$ cat config.mk
export PLATFORM = sky130hd
export DESIGN_NAME = gpio_edge_ctl
export DESIGN_NICKNAME = d
export VERILOG_FILES = /design/src/rtl/gpio_edge_pkg.sv /design/src/rtl/gpio_in_edge.sv /design/src/rtl/gpio_evt_latch.sv /design/src/rtl/gpio_pad_drv.sv /design/src/rtl/gpio_edge_ctl.sv
export SDC_FILE = /design/constraint.sdc
export NUM_CORES = 1
export LEC_CHECK = 0
export BUFFER_PORTS_ARGS = -buffer_cell sky130_fd_sc_hd__clkbuf_2
export CAP_MARGIN = 30
export CELL_PAD_IN_SITES_DETAIL_PLACEMENT = 1
export CELL_PAD_IN_SITES_GLOBAL_PLACEMENT = 2
export CORE_ASPECT_RATIO = 0.8
export CORE_MARGIN = 3
export CORE_UTILIZATION = 40
export CTS_CLUSTER_SIZE = 8
export DETAILED_ROUTE_END_ITERATION = 10
export GPL_TIMING_DRIVEN = 0
export MAX_ROUTING_LAYER = met4
export PLACE_DENSITY_LB_ADDON = 0.12
export SLEW_MARGIN = 30
export SYNTH_ARGS = -nofsm -noshare
export SYNTH_HDL_FRONTEND = slang
export SYNTH_SLANG_ARGS = --single-unit
$ cat constraint.sdc
create_clock -name clk -period 1.6 [get_ports clk]
set_input_delay 0.16 -clock clk [delete_from_list [all_inputs] [get_ports clk]]
set_output_delay 0.16 -clock clk [all_outputs]
set_load 0.03 [all_outputs]
$ cat src/rtl/gpio_edge_pkg.sv
package gpio_edge_pkg;
  localparam int unsigned ADDR_W = 5;

  typedef enum logic [ADDR_W-1:0] {
    OFS_DIR  = 5'h00,
    OFS_ODRN = 5'h04,
    OFS_DATA = 5'h08,
    OFS_EVT  = 5'h0C,
    OFS_MASK = 5'h10,
    OFS_EDGE = 5'h14,
    OFS_IBE  = 5'h18
  } reg_ofs_e;
endpackage

$ cat src/rtl/gpio_in_edge.sv
module gpio_in_edge #(
  parameter int unsigned N = 32
) (
  input  logic         clk,
  input  logic         rst_n,
  input  logic [N-1:0] pin_i,
  input  logic [N-1:0] fall_only_i,
  output logic [N-1:0] sync_o,
  output logic [N-1:0] hit_o
);
  function automatic logic edge_pick(logic now, logic prev, logic fall_only);
    logic rise, fall;
    rise = now & ~prev;
    fall = ~now & prev;
    return fall_only ? fall : (rise | fall);
  endfunction

  for (genvar i = 0; i < N; i++) begin : g_line
    logic meta_q, sync_q, prev_q;
    always_ff @(posedge clk or negedge rst_n) begin
      if (!rst_n) begin
        meta_q <= 1'b0;
        sync_q <= 1'b0;
        prev_q <= 1'b0;
      end else begin
        meta_q <= pin_i[i];
        sync_q <= meta_q;
        prev_q <= sync_q;
      end
    end
    assign sync_o[i] = sync_q;
    assign hit_o[i]  = edge_pick(sync_q, prev_q, fall_only_i[i]);
  end


  fall_only_rise_chk: assert property (@(posedge clk) disable iff (!rst_n)
    (hit_o & fall_only_i & sync_o) == '0);
endmodule

$ cat src/rtl/gpio_evt_latch.sv
module gpio_evt_latch #(
  parameter int unsigned N = 32
) (
  input  logic         clk,
  input  logic         rst_n,
  input  logic [N-1:0] hit_i,
  input  logic         clr_we_i,
  input  logic [N-1:0] clr_mask_i,
  output logic [N-1:0] evt_o
);
  logic [N-1:0] evt_q;

  function automatic logic [N-1:0] evt_next(logic [N-1:0] cur, logic [N-1:0] hit,
                                            logic we, logic [N-1:0] clr);
    logic [N-1:0] kept;
    kept = we ? (cur & ~clr) : cur;
    return kept | hit;
  endfunction

  always_ff @(posedge clk or negedge rst_n) begin
    if (!rst_n) evt_q <= '0;
    else        evt_q <= evt_next(evt_q, hit_i, clr_we_i, clr_mask_i);
  end

  assign evt_o = evt_q;


  evt_sticky_chk: assert property (@(posedge clk) disable iff (!rst_n)
    !clr_we_i |=> ((evt_q & $past(evt_q)) == $past(evt_q)));

  evt_zero_write_chk: assert property (@(posedge clk) disable iff (!rst_n)
    clr_we_i |=> ((evt_q & $past(evt_q) & ~$past(clr_mask_i)) == ($past(evt_q) & ~$past(clr_mask_i))));

  evt_edge_wins_chk: assert property (@(posedge clk) disable iff (!rst_n)
    (hit_i != '0) |=> ((evt_q & $past(hit_i)) == $past(hit_i)));
endmodule

$ cat src/rtl/gpio_pad_drv.sv
module gpio_pad_drv #(
  parameter int unsigned N = 32
) (
  input  logic         clk,
  input  logic         rst_n,
  input  logic [N-1:0] dir_i,
  input  logic [N-1:0] odrn_i,
  input  logic [N-1:0] dat_i,
  output logic [N-1:0] pad_out_o,
  output logic [N-1:0] pad_oe_o
);
  for (genvar i = 0; i < N; i++) begin : g_drv
    always_comb begin
      if (odrn_i[i]) begin
        pad_out_o[i] = 1'b0;
        pad_oe_o[i]  = dir_i[i] & ~dat_i[i];
      end else begin
        pad_out_o[i] = dat_i[i];
        pad_oe_o[i]  = dir_i[i];
      end
    end
  end


  input_no_drive_chk: assert property (@(posedge clk) disable iff (!rst_n)
    (pad_oe_o & ~dir_i) == '0);

  odrn_release_chk: assert property (@(posedge clk) disable iff (!rst_n)
    (pad_oe_o & odrn_i & dat_i) == '0);

  odrn_low_chk: assert property (@(posedge clk) disable iff (!rst_n)
    (pad_oe_o & odrn_i & pad_out_o) == '0);
endmodule

$ cat src/rtl/gpio_edge_ctl.sv
module gpio_edge_ctl
  import gpio_edge_pkg::*;
#(
  parameter int unsigned    NLINES  = 32,
  parameter logic [31:0]    IBE_RST = 32'hFFFF_FFFF
) (
  input  logic              clk,
  input  logic              rst_n,
  input  logic [ADDR_W-1:0] bus_addr,
  input  logic [NLINES-1:0] bus_wdata,
  input  logic              bus_wr,
  input  logic              bus_rd,
  output logic [NLINES-1:0] bus_rdata,
  input  logic [NLINES-1:0] pad_in,
  output logic [NLINES-1:0] pad_out,
  output logic [NLINES-1:0] pad_oe,
  output logic              irq
);
  localparam logic [NLINES-1:0] IBE_INIT = IBE_RST[NLINES-1:0];

  logic [NLINES-1:0] dir_q, odrn_q, dat_q, mask_q, edge_q, ibe_q;
  logic [NLINES-1:0] sync_w, hit_w, evt_w, data_view_w, irq_vec_w;
  logic              evt_clr_we;

  function automatic logic [NLINES-1:0] data_view(logic [NLINES-1:0] dir,
      logic [NLINES-1:0] dat, logic [NLINES-1:0] pin, logic [NLINES-1:0] ibe);
    return (dir & dat) | (~dir & pin & ibe);
  endfunction

  always_ff @(posedge clk or negedge rst_n) begin
    if (!rst_n) begin
      dir_q  <= '0;
      odrn_q <= '0;
      dat_q  <= '0;
      mask_q <= '0;
      edge_q <= '0;
      ibe_q  <= IBE_INIT;
    end else if (bus_wr) begin
      case (bus_addr)
        OFS_DIR:  dir_q  <= bus_wdata;
        OFS_ODRN: odrn_q <= bus_wdata;
        OFS_DATA: dat_q  <= bus_wdata;
        OFS_MASK: mask_q <= bus_wdata;
        OFS_EDGE: edge_q <= bus_wdata;
        OFS_IBE:  ibe_q  <= bus_wdata;
        default: ;
      endcase
    end
  end

  assign evt_clr_we = bus_wr && (bus_addr == OFS_EVT);

  gpio_in_edge #(.N(NLINES)) u_in (
    .clk         (clk),
    .rst_n       (rst_n),
    .pin_i       (pad_in),
    .fall_only_i (edge_q),
    .sync_o      (sync_w),
    .hit_o       (hit_w)
  );

  gpio_evt_latch #(.N(NLINES)) u_evt (
    .clk        (clk),
    .rst_n      (rst_n),
    .hit_i      (hit_w),
    .clr_we_i   (evt_clr_we),
    .clr_mask_i (bus_wdata),
    .evt_o      (evt_w)
  );

  gpio_pad_drv #(.N(NLINES)) u_pad (
    .clk       (clk),
    .rst_n     (rst_n),
    .dir_i     (dir_q),
    .odrn_i    (odrn_q),
    .dat_i     (dat_q),
    .pad_out_o (pad_out),
    .pad_oe_o  (pad_oe)
  );

  assign data_view_w = data_view(dir_q, dat_q, sync_w, ibe_q);
  assign irq_vec_w   = evt_w & mask_q;
  assign irq         = |irq_vec_w;

  always_comb begin
    bus_rdata = '0;
    if (bus_rd) begin
      case (bus_addr)
        OFS_DIR:  bus_rdata = dir_q;
        OFS_ODRN: bus_rdata = odrn_q;
        OFS_DATA: bus_rdata = data_view_w;
        OFS_EVT:  bus_rdata = evt_w;
        OFS_MASK: bus_rdata = mask_q;
        OFS_EDGE: bus_rdata = edge_q;
        OFS_IBE:  bus_rdata = ibe_q;
        default:  bus_rdata = '0;
      endcase
    end
  end


  irq_needs_mask_chk: assert property (@(posedge clk) disable iff (!rst_n)
    irq |-> (mask_q != '0 && evt_w != '0));

  ibe_off_reads_zero_chk: assert property (@(posedge clk) disable iff (!rst_n)
    (data_view_w & ~dir_q & ~ibe_q) == '0);

  out_readback_chk: assert property (@(posedge clk) disable iff (!rst_n)
    (data_view_w & dir_q) == (dat_q & dir_q));
endmodule

==> results.ini <==
[die]
io_pins=170
coreArea_um2=35000
core.rowCount=61
die_w_um=218
die_h_um=175
initial_utilization_pct=41.0
die_area_um2=38200

[finish]
final_common_cell=dfrtp_1
syn_to_final_growth_pct=33.3
fin_util_pct=54.6
nFillCells=3517
regArea_um2=8060
drive_gt1_share_pct=44.0
final_cell_mix=dfrtp_1 (282), mux2_2 (189), clkbuf_2 (97), nand2_1 (82), dlygate4sd3_1 (64)
nNetsFinal=1535
multi_input_area_um2=6400

[pwr]
p_seq_share_pct=43.7
ir_drop_uv=819
power_uw=23900
p_int_uw=17000
p_comb_share_pct=18.7
clkPwrFrac_pct=37.6
power.leakage_uw=0.00851
p_switching_uw=6990
switching_share_pct=29.2
power.density_nw_per_um2=1250

[setup_path]
startpoint_type=flip-flop
worstPathArrival_ns=2.22
critPathCaptureType=output pin
path_class=flip-flop to output pin
required_ns=1.44
critical_path_peak_fanout=3

[logic_synthesis]
synth-xor-area-share_pct=0
synth_top_family_by_area=multiplexers
synth_compound_area_share_pct=12.3
yosys.area_share.adder_pct=2.79
synth.yosys.seq_area_share_pct=56.1
yosys_warnings=0
netlist_area_um2=14400
yosysUniqueCellTypes=37
syn_nets=1228
synth_cells=1123
syn_area_per_cell_um2=12.8
ys_ff_latch=320
muxShareOfSynthArea_pct=18.5
synthSimpleGateAreaFrac_pct=7.42

[grt]
met2_usage_pct=41.2
antenna_found_initial=0
use_met1_pct=36.1
busiest_layer=met2
grt_pass1_wl_um=72100
overflow=0
grt_start_max_net_pins=72
grt.total_usage_pct=26.0
grt_pass1_vias=11193
grtUsageMet3_pct=3.53

[timing]
fin_skew_ns=0.00891
rsz0062_at_grt=true
setup_ws_ns=-0.780
slew_headroom_pct=49.8
worst_hold_slack_ns=-0.380
period_needed_ns=2.38
setup_violations=33
final.period_utilization_pct=149
drv_slew=0
fin_setup_tns_ns=-11.87
tightest_slew_ns=0.753
hold_violations=68
max_freq_mhz=420

[routing]
wire_per_inst_um=24.9
routed_wl_um=48300
drtAntennaViolNets=0
drt_iter0_drc=534
drc=0
vias=10585
dr.pass1.iters=5
avgViaCountPerCell=5.46

[clock_network]
hold_buffers=64
clk_path_buf_depth=3
clockRootBuffer=clkbuf_16
clock-sinks=320
h-tree-depth=2
cts_made_buffers=45
path_clk_slew_ns=0.05
cts_tree=built
clk_latency_ns=0.55

[status]
violations=negative hold slack, negative setup slack
status=complete, but fails checks

[placement]
port_buffers=169
place.gp.congestion=0.814
hpwl_um=31300

[job]
cap_violations=0

[min_path]
holdCritPathClass=input port to asynchronous set/reset pin

## metal layers
metal / wire length [um] / up-vias
li1: - / 4738
met1: 22400 / 5555
met2: 23000 / 230
met3: 2030 / 62
met4: 862 / 0
met5: 0 / -
## kinds of logic (layout without fill, tap and decap cells)
| kind of cell | Yosys count | after routing |
|---|---|---|
| AND/OR/NAND/NOR | 203 | 203 |
| multiplexers | 239 | 239 |
| AO/OA/AOI/OAI | 240 | 240 |
| adder cells (fa/ha/maj) | 32 | 32 |
| buffers and inverters | 89 | 431 |
| other | 0 | 1 |
| flip-flops | 320 | 320 |
## synth_stat cells (all sizes together)
cell type / n / area share, %
mux2: 209 / 16
ha: 32 / 2.8
and2: 2 / 0.087
and2b: 1 / 0.052
inv: 32 / 0.84
nand2: 83 / 2.2
a2bb2oi: 17 / 1.0
nor3: 1 / 0.070
o22ai: 15 / 0.74
o21ai: 15 / 0.52
and3: 2 / 0.087
nand4: 4 / 0.17
a22o: 34 / 2.1
a21oi: 64 / 2.4
mux2i: 30 / 2.1
a221o: 32 / 2.2
nand2b: 17 / 0.74
or4: 1 / 0.052
a22oi: 31 / 1.6
dfrtp: 288 / 50
nor2b: 33 / 1.4
nand3: 5 / 0.24
nor2: 34 / 0.89
nor3b: 1 / 0.087
a21boi: 32 / 1.7
dfstp: 32 / 5.9
and4b: 17 / 1.2
or4b: 2 / 0.14
clkbuf: 17 / 0.48
buf: 40 / 1.6
## cell type report
class / count / area share, %
Clock buffer: 81 / 6.81
Antenna cell: 1 / 0.0131
Inverter: 32 / 0.627
Timing Repair Buffer: 261 / 11.5
Tap cell: 472 / 3.09
Multi-Input combinational cell: 714 / 33.5
Clock inverter: 1 / 0.0458
Buffer: 56 / 2.33
Sequential cell: 320 / 42.1
## critical path, stage by stage (launching register included)
cell and delay, ns:
dfrtp_1 0.42, a22oi_2 0.33, nand4_1 0.20, or4_4 0.55, buf_8 0.16
## sequential cells by signal, indices dropped and copies added (netlist names)
| register | cells |
|---|---|
| dat_q | 32 |
| dir_q | 32 |
| edge_q | 32 |
| ibe_q | 32 |
| mask_q | 32 |
| odrn_q | 32 |
| u_evt.evt_o | 32 |
| u_in.g_line.meta_q | 32 |
| u_in.g_line.prev_q | 32 |
| u_in.g_line.sync_q | 32 |
## power by group through the flow
stage	Sequential (uW)	Combinational [uW]	Clock [uW]
after global routing	10600	4840	9600
after floorplan	10100	2650	0
after CTS	10400	4320	9210
final	10500	4480	9010
after global placement	10400	3680	0
after detailed placement	10500	3800	0
## final timing paths
| path | startpoint | endpoint | slack, ns | cells past startpoint |
|---|---|---|---|---|
| max | mask_q[14] | irq | -0.78 | 4 |
| min | rst_n | u_in.g_line[0].meta_q | -0.38 | 1 |
| max reg2reg | u_in.g_line[31].sync_q | u_evt.evt_o[31] | 0.39 | 4 |
| min reg2reg | u_in.g_line[14].meta_q | u_in.g_line[14].sync_q | 0.34 | 0 |
| max in group asynchronous | rst_n | ibe_q[14] | 0.46 | 4 |
| min in group clk | bus_wr | mask_q[31] | 0.10 | 3 |
## per-stage QoR
step,instances,cell area (um2),worst slack [ns]
final,1938,19100,-0.780
after floorplan,1123,14400,-0.0639
after global routing,1937,19100,-0.773
after global placement,1764,15900,-6.83
after detailed placement,1768,16000,-1.54
after CTS,1932,18900,-0.777
## timing repair
item,4_1_cts,5_1_grt
gates cloned,1,0
setup endpoints to repair,59,69
buffers inserted,17,7
hold endpoints to repair,312,67
gates resized for setup,228,102
pin swaps,30,26
(Power assumes the default switching activity.)
